`src/rtl/aai_seq_pkg.sv`:
```
package aai_seq_pkg;

    localparam int CMD_ADDR_W = 24;
    localparam int BYTE_W     = 8;

    localparam logic [BYTE_W-1:0] OP_SEQ_PROG = 8'hAD;
    localparam logic [BYTE_W-1:0] OP_STATUS   = 8'h05;
    localparam logic [BYTE_W-1:0] OP_WR_DIS   = 8'h04;
    localparam logic [BYTE_W-1:0] OP_WR_EN    = 8'h06;
    localparam logic [BYTE_W-1:0] OP_RB_ON    = 8'h70;
    localparam logic [BYTE_W-1:0] OP_RB_OFF   = 8'h80;

    typedef enum logic [2:0] {
        ACT_NONE,
        ACT_WREN,
        ACT_WRDI,
        ACT_RB_ON,
        ACT_RB_OFF,
        ACT_PROG
    } act_e;

endpackage

```
`src/rtl/aai_cs_edge.sv`:
```
module aai_cs_edge (
    input  logic clk,
    input  logic rst_n,
    input  logic cs_n,
    output logic cs_rise,
    output logic cs_fall
);
    logic prev_d, prev_q;

    always_comb begin
        prev_d = cs_n;
    end

    always_ff @(posedge clk or negedge rst_n) begin
        if (!rst_n) prev_q <= 1'b1;
        else        prev_q <= prev_d;
    end

    assign cs_rise = cs_n & ~prev_q;
    assign cs_fall = ~cs_n & prev_q;
endmodule

```
`src/rtl/aai_op_filter.sv`:
```
module aai_op_filter
    import aai_seq_pkg::*;
(
    input  logic [BYTE_W-1:0] op,
    input  logic              seq_active,
    input  logic              prog_busy,
    output act_e              act
);
    always_comb begin
        act = ACT_NONE;
        if (prog_busy) begin
            // while programming only the write-disable has an effect
            if (op == OP_WR_DIS) act = ACT_WRDI;
        end else if (seq_active) begin
            unique case (op)
                OP_SEQ_PROG: act = ACT_PROG;
                OP_WR_DIS:   act = ACT_WRDI;
                default:     act = ACT_NONE;
            endcase
        end else begin
            unique case (op)
                OP_SEQ_PROG: act = ACT_PROG;
                OP_WR_EN:    act = ACT_WREN;
                OP_WR_DIS:   act = ACT_WRDI;
                OP_RB_ON:    act = ACT_RB_ON;
                OP_RB_OFF:   act = ACT_RB_OFF;
                default:     act = ACT_NONE;
            endcase
        end
    end
endmodule

```
`src/rtl/aai_prog_timer.sv`:
```
module aai_prog_timer #(
    parameter int PROG_CYCLES = 64
) (
    input  logic clk,
    input  logic rst_n,
    input  logic start,
    output logic busy,
    output logic slot_lo,
    output logic slot_hi
);
    localparam int CNT_W = $clog2(PROG_CYCLES + 1);
    localparam logic [CNT_W-1:0] CNT_FULL = CNT_W'(PROG_CYCLES);
    localparam logic [CNT_W-1:0] CNT_NEXT = CNT_W'(PROG_CYCLES - 1);

    logic [CNT_W-1:0] cnt_d, cnt_q;

    always_comb begin
        cnt_d = cnt_q;
        if (start)               cnt_d = CNT_FULL;
        else if (cnt_q != '0)    cnt_d = cnt_q - 1'b1;
    end

    always_ff @(posedge clk or negedge rst_n) begin
        if (!rst_n) cnt_q <= '0;
        else        cnt_q <= cnt_d;
    end

    assign busy    = (cnt_q != '0);
    assign slot_lo = (cnt_q == CNT_FULL);
    assign slot_hi = (cnt_q == CNT_NEXT);
endmodule

```
`src/rtl/aai_word_seq.sv`:
```
module aai_word_seq
    import aai_seq_pkg::*;
#(
    parameter int ADDR_W      = 24,
    parameter int PROG_CYCLES = 64
) (
    input  logic                  clk,
    input  logic                  rst_n,
    input  logic                  cs_n,
    input  logic                  cmd_valid,
    input  logic [BYTE_W-1:0]     cmd_op,
    input  logic [CMD_ADDR_W-1:0] cmd_addr,
    input  logic [BYTE_W-1:0]     cmd_d0,
    input  logic [BYTE_W-1:0]     cmd_d1,
    input  logic [ADDR_W:0]       prot_base,
    output logic                  wr_en,
    output logic [ADDR_W-1:0]     wr_addr,
    output logic [BYTE_W-1:0]     wr_data,
    output logic                  aai_bit,
    output logic                  wel_bit,
    output logic                  busy,
    output logic                  so_oe,
    output logic                  so_val
);
    localparam int WORD_W = ADDR_W - 1;

    typedef struct packed {
        logic              aai;
        logic              wel;
        logic              rb_en;
        logic              pend;
        logic [BYTE_W-1:0] pop;
        logic [WORD_W-1:0] pword;
        logic [BYTE_W-1:0] pd0;
        logic [BYTE_W-1:0] pd1;
        logic [WORD_W-1:0] ptr;
        logic [WORD_W-1:0] wword;
        logic [BYTE_W-1:0] wd0;
        logic [BYTE_W-1:0] wd1;
    } seq_st_t;

    seq_st_t st_d, st_q;

    logic cs_rise, cs_fall;
    logic launch;
    logic slot_lo, slot_hi;
    act_e act;

    logic [WORD_W-1:0] base_w;
    logic [WORD_W:0]   next_x;
    logic [ADDR_W:0]   hi_byte_x;
    logic [ADDR_W:0]   next_byte_x;
    logic              in_range;
    logic              at_end;
    logic              addr_bits_unused;

    assign addr_bits_unused = ^cmd_addr;

    aai_cs_edge u_edge (
        .clk     (clk),
        .rst_n   (rst_n),
        .cs_n    (cs_n),
        .cs_rise (cs_rise),
        .cs_fall (cs_fall)
    );

    aai_op_filter u_filter (
        .op         (st_q.pop),
        .seq_active (st_q.aai),
        .prog_busy  (busy),
        .act        (act)
    );

    aai_prog_timer #(
        .PROG_CYCLES (PROG_CYCLES)
    ) u_timer (
        .clk     (clk),
        .rst_n   (rst_n),
        .start   (launch),
        .busy    (busy),
        .slot_lo (slot_lo),
        .slot_hi (slot_hi)
    );

    // target word, its upper byte and the word that follows
    always_comb begin
        base_w      = st_q.aai ? st_q.ptr : st_q.pword;
        hi_byte_x   = {1'b0, base_w, 1'b1};
        next_x      = {1'b0, base_w} + 1'b1;
        next_byte_x = {next_x, 1'b0};
        in_range    = (hi_byte_x < prot_base);
        at_end      = (next_byte_x >= prot_base);
    end

    always_comb begin
        st_d   = st_q;
        launch = 1'b0;

        if (cs_fall) st_d.pend = 1'b0;

        if (cs_rise && st_q.pend) begin
            st_d.pend = 1'b0;
            unique case (act)
                ACT_WREN:   st_d.wel = 1'b1;
                ACT_WRDI: begin
                    st_d.wel = 1'b0;
                    st_d.aai = 1'b0;
                end
                ACT_RB_ON:  st_d.rb_en = 1'b1;
                ACT_RB_OFF: st_d.rb_en = 1'b0;
                ACT_PROG: begin
                    if (st_q.wel && in_range) begin
                        launch     = 1'b1;
                        st_d.wword = base_w;
                        st_d.wd0   = st_q.pd0;
                        st_d.wd1   = st_q.pd1;
                        if (at_end) begin
                            st_d.aai = 1'b0;
                            st_d.wel = 1'b0;
                        end else begin
                            st_d.aai = 1'b1;
                            st_d.ptr = next_x[WORD_W-1:0];
                        end
                    end else if (st_q.aai) begin
                        // pointer fell into a protected area
                        st_d.aai = 1'b0;
                        st_d.wel = 1'b0;
                    end
                end
                default: ;
            endcase
        end

        if (cmd_valid) begin
            st_d.pend  = 1'b1;
            st_d.pop   = cmd_op;
            st_d.pword = cmd_addr[ADDR_W-1:1];
            st_d.pd0   = cmd_d0;
            st_d.pd1   = cmd_d1;
        end
    end

    always_ff @(posedge clk or negedge rst_n) begin
        if (!rst_n) st_q <= '0;
        else        st_q <= st_d;
    end

    assign wr_en   = slot_lo | slot_hi;
    assign wr_addr = {st_q.wword, slot_hi};
    assign wr_data = slot_hi ? st_q.wd1 : st_q.wd0;
    assign aai_bit = st_q.aai;
    assign wel_bit = st_q.wel;
    assign so_oe   = st_q.rb_en & (st_q.aai | busy) & ~cs_n;
    assign so_val  = ~busy;
endmodule

```
`config.mk`:
```
export PLATFORM = sky130hd
export DESIGN_NAME = aai_word_seq
export DESIGN_NICKNAME = d
export VERILOG_FILES = /design/src/rtl/aai_seq_pkg.sv /design/src/rtl/aai_cs_edge.sv /design/src/rtl/aai_op_filter.sv /design/src/rtl/aai_prog_timer.sv /design/src/rtl/aai_word_seq.sv
export SDC_FILE = /design/constraint.sdc
export NUM_CORES = 1
export LEC_CHECK = 0
export ABC_AREA = 1
export BUFFER_PORTS_ARGS = -buffer_cell sky130_fd_sc_hd__buf_2
export CORE_MARGIN = 3
export CORE_UTILIZATION = 42
export CTS_CLUSTER_SIZE = 10
export DETAILED_ROUTE_END_ITERATION = 12
export HOLD_SLACK_MARGIN = 0.02
export SETUP_SLACK_MARGIN = 0.05
export SLEW_MARGIN = 40
export SYNTH_ARGS = -nofsm -noshare
export SYNTH_HDL_FRONTEND = slang
export SYNTH_SLANG_ARGS = --single-unit
```
`constraint.sdc`:
```
create_clock -name clk -period 4.2 [get_ports clk]
set_input_delay 0.84 -clock clk [delete_from_list [all_inputs] [get_ports clk]]
set_output_delay 0.84 -clock clk [all_outputs]
set_load 0.02 [all_outputs]
```
* After elaboration in Yosys (flattened, before gate mapping) *
Cells that the tools add are included.

word-level totals
  bits in registers = 121
  bits of input ports = 77
  output and inout port bits = 38
  word-level logic and storage cells = 77

operators by class
  add/subtract/negate cells = 2
  order comparisons = 2
  eq/ne operators = 14
  mux-type cells = 22
  bitwise gates (word level) = 10
  reductions and logical operators = 13

operators with widths
  operator                                          number
  2-to-1 mux 48 bit                                 1
  greater-or-equal comparator 25 bit                1
  < comparator 24 x 25 -> 1 bit                     1
  adder 23 x 1 -> 24 bit, second input constant     1
  2-to-1 mux 23 bit                                 1
  == test 8 x 3 -> 1 bit, second input constant     2
  == test 8 bit, second input constant              2
  one-hot mux 3 bit (5 select lines)                1
  2-to-1 mux 7 bit                                  2
  == test 8 x 7 -> 1 bit, second input constant     1
  2-to-1 mux 1 bit                                  8
  2-to-1 mux 8 bit                                  1
  AND reduction 4 bit                               2
  == test 7 x 6 -> 1 bit, second input constant     1
  == test 7 bit, second input constant              1
  nonzero test 7 bit                                1
  subtractor 7 x 1 -> 7 bit, second input constant  1
  == test 3 x 2 -> 1 bit, second input constant     2
  == test 3 bit, second input constant              2
  2-to-1 mux 3 bit                                  2
  != test 3 bit, second input constant              2
  one-hot mux 3 bit (2 select lines)                1
  nonzero test 2 bit                                3
  nonzero test 3 bit                                2
  other kinds (10)                                  21

* Depth between registers and ports, before layout *
Gate-level depths: netlist (run 1).

  depth in word-level cells = 8
  depth in mapped cells = 28
  depth with buffers taken out = 26

* By module *
From an unflattened synthesis (run 1), not the netlist that was laid out.

second synthesis, totals
  cell total of the unflattened synthesis = 1,017
  area total of the unflattened synthesis = 7,549.7 µm²

by module, submodules not included
  module          instances  cells an instance  area an instance (µm²)  sequential area each (µm²)
  aai_word_seq    1          910                6,881.6                 2,827.7
  aai_prog_timer  1          60                 444.2                   175.2
  aai_op_filter   1          42                 182.7                   0.0
  aai_cs_edge     1          5                  41.3                    26.3

* Worst setup path after synthesis (run 1) *
No wires, ideal clock.

  path kind = reg2reg
  start = register st_q, in the netlist aai_bit
  end = register st_q[53] (netlist name)
  library setup time = 0.126 ns
  arrival = 3.250 ns
  required time = 4.074 ns
  slack = 0.824 ns
  stages on the path, launching flop included = 28
  buffers on the path = 2
  period minus slack after synthesis = 3.376 ns
  cell sequence = dfrtp_1 -> buf_4 -> inv_2 -> or2_2 -> o21ai_2 -> inv_1 -> ha_1 -> inv_1 -> nor2_4 -> nand3_2 -> nor2_1 -> nand2_1 -> xor2_1 -> inv_2 -> ha_1 -> nand2_1 -> inv_1 -> nand2_1 -> nand2_1 -> nand2_1 -> nand2_1 -> nand2_1 -> nand2_1 -> nor2_1 -> nand3_4 -> nor2_8 -> buf_6 -> o21ai_0

on the way
  cells in the longest elaborated chain, start to end = 5
  elaborated cells on any way between the ends = 10
  classes of those cells = add/sub (1); order compare (2); eq/ne (1); mux (3); bitwise (1); reduce/logical (2)

ends and longest elaborated chain
  element                             RTL line             source
  from (decl)                         aai_word_seq.sv:42   seq_st_t st_d, st_q;
  from (signal assigned)              aai_word_seq.sv:145  else st_q <= st_d;
  2-to-1 mux 23 bit                   aai_word_seq.sv:87   base_w = st_q.aai ? st_q.ptr : st_q.pword;
  adder 23 x 1 -> 24 bit              aai_word_seq.sv:89   next_x = {1'b0, base_w} + 1'b1;
  net next_x[0]                       aai_word_seq.sv:50   logic [WORD_W:0] next_x;
  greater-or-equal comparator 25 bit  aai_word_seq.sv:92   at_end = (next_byte_x >= prot_base);
  inverter 1 bit (no line)            --
  AND reduction 4 bit (no line)       --

The timed path passes the listed nets, and every way through them passes these cells.
A chain may end at the register's enable or synchronous reset.

* Worst setup path in the final report (run 1) *
  start = register st_q, in the netlist aai_bit
  end = register st_q[44] (netlist name)

on the way
  cells in the longest elaborated chain, start to end = 5
  elaborated cells on any way between the ends = 10
  classes of those cells = add/sub (1); order compare (2); eq/ne (1); mux (3); bitwise (1); reduce/logical (2)

ends and longest elaborated chain
  element                             RTL line            source
  2-to-1 mux 23 bit                   aai_word_seq.sv:87
  net base_w[3]                       aai_word_seq.sv:49  logic [WORD_W-1:0] base_w;
  adder 23 x 1 -> 24 bit              aai_word_seq.sv:89
  net next_x[18]                      aai_word_seq.sv:50
  greater-or-equal comparator 25 bit  aai_word_seq.sv:92
  inverter 1 bit (no line)            --
  AND reduction 4 bit (no line)       --

The timed path passes the listed nets, and every way through them passes these cells.

==> metrics.txt, run 1 <==
CP Data Arrival Time=4.09 ns; Fin Clk Skew=0.0109 ns; initial antenna violation count=1; reg-to-reg endpoint=st_q[44]; Routed WL=18,900 um; Multi-input gate area=3770 um^2; commonest non-fill, non-tap cell in the layout=nand2_1; Antenna Cells=0; Synth Area per Inst=7.26 um^2; Async S/R FF share, synth=1.00; min Tclk post-route=3.81 ns; starting density of the core=0.436; post-CTS resize count=0; setup bufs post-CTS=0; pwr/cell area=372 nW/um^2; grt ovf=0; Design Area, Final=8920 um^2; nets@finish=1,279; die height=141 um; Yosys warnings=0; IO Port Bufs=113; clock tree buffer depth=2; first-pass GRT wire length=31,300 um; Slew headroom=0.588; Synth Flop Type=dfrtp_1; Site Rows=48; final worst path period share=0.907; DIE WIDTH=141 um; post-route ant nets=0; Iter 0 DRT Violations=372; dpl cell area=8280 um^2; Hold Crit Class=in2async; crit-path max cell delay=0.42 ns; clk_lat worst skew=0.43 ns; post-DR vias/cell=4.77; status=finished clean; Max VDD drop=293 uV; commonest non-fill, non-tap cells in the layout=420 x nand2_1, 120 x dfrtp_1, 113 x inv_1; R2R Setup Slk=0.39 ns; Hold Worst Slack=0.401 ns; CTS tree=built; Synth Instances=1,052; slowest CP cell=dfrtp_1; vias in the first global route=6,252; setup_tns=0 ns; Vias=6,628; critical path required time=4.49 ns; Yosys reg bits=121; # IOs=115; Tot Pwr=3.31 mW; LEAKAGE=5.07 nW; f_max=263 MHz; R2R depth=17; largest net degree at the start of global routing=67; Cell Chain, Critical Path=buf_4 > o21ai_2 > nand2_1 > nor2_4 > nand3_2 > nor2_1 > nand3_1 > xnor2_1 > ha_1 > nand2_1 > o21ai_0 > a21oi_1 > nand2_1 > nor2_1 > nand3_4 > nor2_8 > o21ai_0; # H-tree levels=4; Post-Synthesis Cell Area=7640 um^2; sequential cell area=3030 um^2; number of detailed-route iterations in the first pass=6; Final Wtd Congestion=0.864; synth unique cells=40; most used cell, CP=nand2_1; post-synthesis sequential area ratio=0.396; EDFF count, synth=0; MaxCap Viol Count=0; WL per Instance=13.6 um; die area=19,800 um^2; startpoint types=register; number of failing hold endpoints at the final stage=0; crit end category=register; DP HPWL=13,800 um; Syn Nets=1,180; core area=17,500 um^2; RSZ-0062 raised after global routing=true; clk slew on worst S/H paths=0.06 ns; Worst-Margin Slew=0.618 ns; final setup fails=0; area grow syn2layout=16.7%; clk sink count=121; clk root buf=clkbuf_16; hold_buf cts=0; reg2reg start=aai_bit; Residual DRC=0; Total GRT Usage=0.195; CTS Buf Count=17; filler instances=1,799; critical path class=reg2reg; crit-path max FO=19; count of pins over their slew limit=0; share of layout cells above drive strength 1=0.184
registers in the layout, summed over array words and instances (netlist names):
signal and count:
u_timer.cnt_q 7, wr_addr 23, st_q 88, wel_bit 1, u_edge.prev_q 1, aai_bit 1
metrics by stage:
stage,setup WS (ns),utilization,instances
after floorplan,0.824,-,1052
after global placement,0.444,0.472,1355
after detailed placement,0.410,0.472,1355
after CTS,0.340,0.507,1387
after global routing,0.0154,0.509,1389
final,0.392,0.509,1389
report_power, final:
part | switching (mW) | internal, mW | total [mW]
clock network | 0.603 | 0.897 | 1.50
logic | 0.383 | 0.197 | 0.579
registers | 0.0249 | 1.21 | 1.24
total | 1.01 | 2.30 | 3.31
cells in the mapped netlist (7+ instances only):
library cell  number  area, um^2
o21ai_1            7        35.0
a21oi_1           19        95.1
ha_1              51         638
o21ai_2           10        87.6
nand2_1          420        1580
buf_2              9        45.0
xor2_1            13         114
buf_4             26         195
nand3_1           60         300
clkbuf_1          14        52.6
nor3_1            14        70.1
inv_2             13        48.8
nand4_1           10        62.6
o21ai_0           39         195
dfrtp_1          120        3000
inv_1            114         428
nor2_1            63         236
worst max path at each step:
stage	startpoint	to	slack, ns	depth (start not counted)
finish	aai_bit	st_q[44]	0.39	17
global route	aai_bit	st_q[53]	0.02	20
CTS	aai_bit	st_q[44]	0.34	19
detailed placement	aai_bit	st_q[43]	0.41	17
global placement	aai_bit	st_q[44]	0.44	17
floorplan	aai_bit	st_q[53]	0.82	27
logic make-up after synthesis:
logic type,after synthesis,synth area share
XOR/XNOR,17,0.0195
AO/OA/AOI/OAI,88,0.0688
flip-flops,121,0.396
AND/OR/NAND/NOR,590,0.321
adder cells (fa/ha/maj),51,0.0835
buffers and inverters,185,0.111
final cells by class:
cell class | instances | share of cell area
Clock buffer | 17 | 0.0477
Clock inverter | 15 | 0.0199
Inverter | 130 | 0.0547
Multi-Input combinational cell | 747 | 0.423
Sequential cell | 121 | 0.340
Tap cell | 225 | 0.0316
Timing Repair Buffer | 134 | 0.0832
layer usage:
layer / GRT usage / wire, um
met2: 0.300 / 8510
met4: 0.0525 / 227
met1: 0.283 / 9320
met3: 0.0360 / 791
met5: 0 / 9
worst max-delay path, delay by kind of cell, from the launching register on:
kind,cells,cell delay (ns)
AOI/OAI and AO/OA,4,0.71
xor gates and xnor gates,1,0.33
buffers and inverters,1,0.24
and+or+nand+nor,10,1.64
adders and majority gates,1,0.30
DFF,1,0.42
(Power assumes the default switching activity.)
==> run 2: changes to the inputs <==
--- a/config.mk
+++ b/config.mk
@@ -12,6 +12,7 @@
 export CTS_CLUSTER_SIZE = 10
 export DETAILED_ROUTE_END_ITERATION = 12
 export HOLD_SLACK_MARGIN = 0.02
+export PLACE_DENSITY = 0.64
 export SETUP_SLACK_MARGIN = 0.05
 export SLEW_MARGIN = 40
 export SYNTH_ARGS = -nofsm -noshare
==> run 2 against run 1 <==
- global-route usage grew 0.25 points
- design area shrank 0.43%
- fmax grew 0.68%
- worst setup slack gained 0.026 ns
- core utilization shrank 0.22 points
- flip-flop and latch count is the same
- non-clock buffer count shrank 6
- critical endpoint is now st_q[55]
- largest power group unchanged
==> metrics.txt, run 2 (synthesis gave the netlist of run 1 again) <==
first-pass GRT wire length=31,700 um; Site Rows=48; clk sink count=121; clk slew on worst S/H paths=0.06 ns; sequential cell area=3030 um^2; WL per Instance=13.6 um; Final Wtd Congestion=0.906; Biggest register=st_q; min Tclk post-route=3.78 ns; post-DR vias/cell=4.89; Slew headroom=0.445; crit-path max cell delay=0.39 ns; startpoint types=register; DIE WIDTH=141 um; IO Port Bufs=113; critical path class=reg2reg; critical path required time=4.50 ns; crit-path max FO=43; pwr/cell area=373 nW/um^2; hold_buf cts=0; clock tree buffer depth=2; Residual DRC=0; Worst-Margin Slew=0.824 ns; status=finished clean; post-CTS resize count=0; MaxCap Viol Count=0; LEAKAGE=5.04 nW; Fin Clk Skew=0.0169 ns; area grow syn2layout=16.2%; final setup fails=0; RSZ-0062 raised after global routing=false; share of layout cells above drive strength 1=0.179; die height=141 um; Hold Crit Class=in2async; max reg flops=88; # IOs=115; most used cell, CP=nand2_1; starting density of the core=0.436; final critical-path setup slack=0.418 ns; number of detailed-route iterations in the first pass=4; vias in the first global route=6,530; commonest non-fill, non-tap cell in the layout=nand2_1; post-route ant nets=0; count of pins over their slew limit=0; core area=17,500 um^2; Worst path top cell family by delay=simple AND/OR/NAND/NOR gates; crit end category=register; Vias=6,752; f_max=264 MHz; CTS tree=built; Total GRT Usage=0.198; R2R depth=19; clk_lat worst skew=0.42 ns; largest net degree at the start of global routing=72; # H-tree levels=4; commonest non-fill, non-tap cells in the layout=420 x nand2_1, 120 x dfrtp_1, 113 x inv_1; Routed WL=18,700 um; Multi-input gate area=3760 um^2; worst path buffer plus inverter count=5; Stages on worst setup path=19; setup_tns=0 ns; initial antenna violation count=0; pre-CTS WS=0.373 ns; DP HPWL=13,700 um; dpl cell area=8270 um^2; CP Data Arrival Time=4.08 ns; Design Area, Final=8880 um^2; CTS Buf Count=17; setup bufs post-CTS=0; clk root buf=clkbuf_16; Iter 0 DRT Violations=378; number of failing hold endpoints at the final stage=0; final worst path period share=0.901; filler instances=1,783; nets@finish=1,272; Max VDD drop=289 uV; grt ovf=0; slowest CP cell=nor2_4; die area=19,800 um^2; Antenna Cells=0; Cell Chain, Critical Path=buf_12 > inv_2 > buf_4 > or2_2 > o21ai_0 > inv_1 > ha_1 > nand2_1 > a21oi_1 > nor2_1 > nand2_1 > nand2_1 > nand2_1 > nor2_1 > inv_1 > nor2_4 > nand2_2 > nand2_1 > nand2_1
==> run 2: cell types whose count changed in the layout (fill, tap and decap cells not counted), sizes merged <==
cell / previous run / this run
buf: 134 / 128
clkbuf: 17 / 19
clkinv: 6 / 5
nor2: 69 / 68
inv: 136 / 135
==> run 2: routing by layer <==
metal  vias to the layer above  share of wire  global-route usage  routed length [um]
li1                       3449              -                   -                   -
met1                      3129           0.47               0.266                8790
met2                       156           0.47               0.322                8800
met5                         -              0                   0                   0
met4                         0          0.011              0.0535                 215
met3                        18          0.050              0.0451                 933
==> run 2: final cells by class <==
| cell class | count | share of cell area |
|---|---|---|
| inverter | 130 | 0.0550 |
| timing repair buffer | 128 | 0.0799 |
| clock inverter | 13 | 0.0175 |
| sequential | 121 | 0.341 |
| clock buffer | 19 | 0.0510 |
| tap | 225 | 0.0317 |
| multi-input combinational | 746 | 0.424 |
==> run 2: power by group <==
group          switching (mW)  total [mW]  internal [mW]
Sequential             0.0245        1.24           1.21
Combinational           0.382       0.580          0.198
Clock                   0.577        1.50          0.922
==> run 2: metrics by stage <==
stage / std cells / hold WS (ns) / utilization / total power [mW]
2_1_floorplan: 1052 / 0.434 / - / 1.63
3_3_place_gp: 1350 / 0.449 / 0.471 / 1.82
3_5_place_dp: 1350 / 0.453 / 0.472 / 1.84
4_1_cts: 1382 / 0.462 / 0.506 / 3.35
5_1_grt: 1382 / 0.483 / 0.506 / 3.49
6_report: 1382 / 0.439 / 0.506 / 3.31
==> run 2: worst paths after layout <==
kind / end / slack (ns) / start
setup / recovery: st_q[55] / 0.42 / aai_bit
hold / removal: st_q[81] / 0.44 / rst_n
setup reg to reg: st_q[55] / 0.42 / aai_bit
hold reg to reg: wr_addr[10] / 0.46 / wr_addr[10]
max in group asynchronous: u_edge.prev_q / 2.99 / rst_n
min in group clk: wr_addr[10] / 0.46 / wr_addr[10]
==> run 2: worst reg2reg max path: cells and delay by family (launching register included) <==
kind	cells	cell delay [ns]
buffers and inverters	5	0.85
DFF	1	0.37
AOI/OAI and AO/OA	2	0.24
and+or+nand+nor	11	1.85
adders and majority gates	1	0.34
==> run 3: changes to the inputs <==
--- a/config.mk
+++ b/config.mk
@@ -5,9 +5,7 @@
 export SDC_FILE = /design/constraint.sdc
 export NUM_CORES = 1
 export LEC_CHECK = 0
-export ABC_AREA = 1
 export BUFFER_PORTS_ARGS = -buffer_cell sky130_fd_sc_hd__buf_2
-export CORE_MARGIN = 3
 export CORE_UTILIZATION = 42
 export CTS_CLUSTER_SIZE = 10
 export DETAILED_ROUTE_END_ITERATION = 12
==> run 3 against run 2 <==
- wire length shrank 17%
- critical path depth shrank 5
- core utilization grew 2.1 points
- critical path type unchanged
==> metrics.txt, run 3 <==
starting density of the core=0.433; Synth Instances=588; Multi-input gate area=3560 um^2; core area=15,900 um^2; Syn Nets=716; startpoint types=register; DP HPWL=11,500 um; critical path required time=4.50 ns; DIE WIDTH=130 um; MaxCap Viol Count=0; commonest non-fill, non-tap cells in the layout=119 x dfrtp_1, 111 x buf_2, 100 x mux2_2; dpl cell area=7660 um^2; final worst path period share=0.932; count of pins over their slew limit=0; status=finished clean; WL per Instance=16.7 um; Stages on worst setup path=14; vias in the first global route=5,203; final non-filler cell total=930; setup_tns=0 ns; Synth area leader=dfrtp_1; commonest non-fill, non-tap cell in the layout=dfrtp_1; Routed WL=15,500 um; Hold Crit Class=in2async; initial antenna violation count=1; Design Area, Final=8410 um^2; Final Wtd Congestion=0.866; clk sink count=121; crit end category=register; Commonest cells post-synth=120 x dfrtp_1, 101 x mux2_2, 51 x ha_1; Worst-Margin Slew=0.699 ns; mux cell area share after synthesis=0.216; CTS Buf Count=17; Yosys warnings=0; crit-path max cell delay=0.45 ns; clk_lat worst skew=0.43 ns; R2R Setup Slk=0.29 ns; Antenna Cells=0; largest family of logic cells by synthesized area=multiplexers; die height=130 um; R2R depth=14; Iter 0 DRT Violations=195; f_max=256 MHz; crit-path max FO=19; share of layout cells above drive strength 1=0.410; number of failing hold endpoints at the final stage=0; clk root buf=clkbuf_16; Synth Area in Compound Gates=0.0721; grt ovf=0; area share of the largest cell type after synthesis=0.435; Post-Synthesis Cell Area=6900 um^2; Adder-Cell Fraction of Synth Area=0.0924; Site Rows=46; RSZ-0062 raised after global routing=false; Total GRT Usage=0.201; launch point of the worst path=aai_bit; # H-tree levels=4; Max VDD drop=304 uV; IO Port Bufs=113; number of detailed-route iterations in the first pass=6; CP endpoint=st_q[52]; final setup fails=0; max reg flops=88; Vias=4,801; Area contributors post-synth=dfrtp_1 44%, mux2_2 16%, ha_1 9.2%, mux2_1 3.9%, buf_4 2.7%; Yosys reg bits=121; area grow syn2layout=21.9%; final critical-path setup slack=0.286 ns; pre-CTS WS=0.00112 ns; # IOs=115; EDFF count, synth=0; synth unique cells=59; Cell Chain, Critical Path=buf_12 > nand3b_1 > a221oi_4 > nand3_2 > nor4_2 > xnor2_1 > ha_1 > nand4_1 > a311oi_1 > a2111oi_1 > buf_4 > nand2_4 > clkbuf_16 > mux2_1; LEAKAGE=4.22 nW; reg2reg start=aai_bit; Synth Area in XOR/XNOR=0.0317; CP Data Arrival Time=4.21 ns; largest net degree at the start of global routing=54; post-DR vias/cell=5.16; top-count cell post-synth=dfrtp_1; CTS tree=built; Synth Area per Inst=11.7 um^2; Slew headroom=0.534; min Tclk post-route=3.91 ns; nets@finish=829; slowest CP cell=dfrtp_2; post-route ant nets=0; sequential cell area=3030 um^2; Async S/R FF share, synth=1.00; filler instances=1,420; Residual DRC=0; pwr/cell area=402 nW/um^2; Synth Flop Type=dfrtp_1; clk slew on worst S/H paths=0.06 ns; reg-to-reg endpoint=st_q[52]; Fin Clk Skew=0.0103 ns; first-pass GRT wire length=25,700 um; Worst path top cell family by delay=simple AND/OR/NAND/NOR gates; post-synthesis sequential area ratio=0.439; clock tree buffer depth=2; die area=17,000 um^2; hold_buf cts=0; placed insts=896; Biggest register=st_q; worst path buffer plus inverter count=3; critical path class=reg2reg; post-synthesis simple-gate area fraction=0.0915
run 3: kinds of logic after synthesis:
kind of cell | count (synthesis)
compound gates | 70
flops | 121
xor+xnor | 25
mux | 133
simple gates | 110
fa+ha+maj | 51
buf+inv | 78
run 3: metrics by stage:
stage	util	hold WS [ns]	power (mW)
after floorplan	-	0.444	1.70
after global placement	0.481	0.460	1.85
after detailed placement	0.481	0.473	1.88
after CTS	0.520	0.474	3.41
after global routing	0.528	0.501	3.56
final	0.528	0.456	3.38
run 3: layout make-up:
cell class	count	share of cell area
sequential	121	0.360
timing repair buffer	136	0.0964
multi-input combinational	389	0.423
inverter	36	0.0161
clock buffer	18	0.0522
clock inverter	14	0.0205
tap	216	0.0321
run 3: worst reg2reg max path, cell delays in order (launching register included):
cell and delay (ns):
dfrtp_2 0.45, buf_12 0.17, nand3b_1 0.27, a221oi_4 0.44, nand3_2 0.19, nor4_2 0.38, xnor2_1 0.23, ha_1 0.31
nand4_1 0.14, a311oi_1 0.08, a2111oi_1 0.35, buf_4 0.19, nand2_4 0.08, clkbuf_16 0.20, mux2_1 0.31
run 3: power breakdown:
| group | switching (mW) | internal, mW |
|---|---|---|
| logic | 0.283 | 0.254 |
| registers | 0.0923 | 1.25 |
| clock network | 0.553 | 0.949 |
| total | 0.929 | 2.46 |
run 3: metal layers:
layer  GRT usage  part of all wire  vias to the layer above
li1            -                 -                     2325
met1       0.233              0.43                     2339
met2       0.338              0.49                      117
met3      0.0812             0.065                       18
met4      0.0657             0.013                        2
met5           0           0.00084                        -
run 3: worst min-delay path by stage:
stage                            end  cells after the start
after detailed placement   st_q[110]                      2
final                     wr_addr[9]                      1
after global routing        st_q[83]                      1
after CTS                 wr_addr[6]                      1
after global placement     st_q[109]                      1
after floorplan            st_q[110]                      2
run 3: what timing repair did:
action / in CTS / in global routing
resized for setup: 3 / 24
cloned: 0 / 1
buffers inserted: 0 / 1
pin swaps: 1 / 8
setup endpoints to repair: 23 / 23
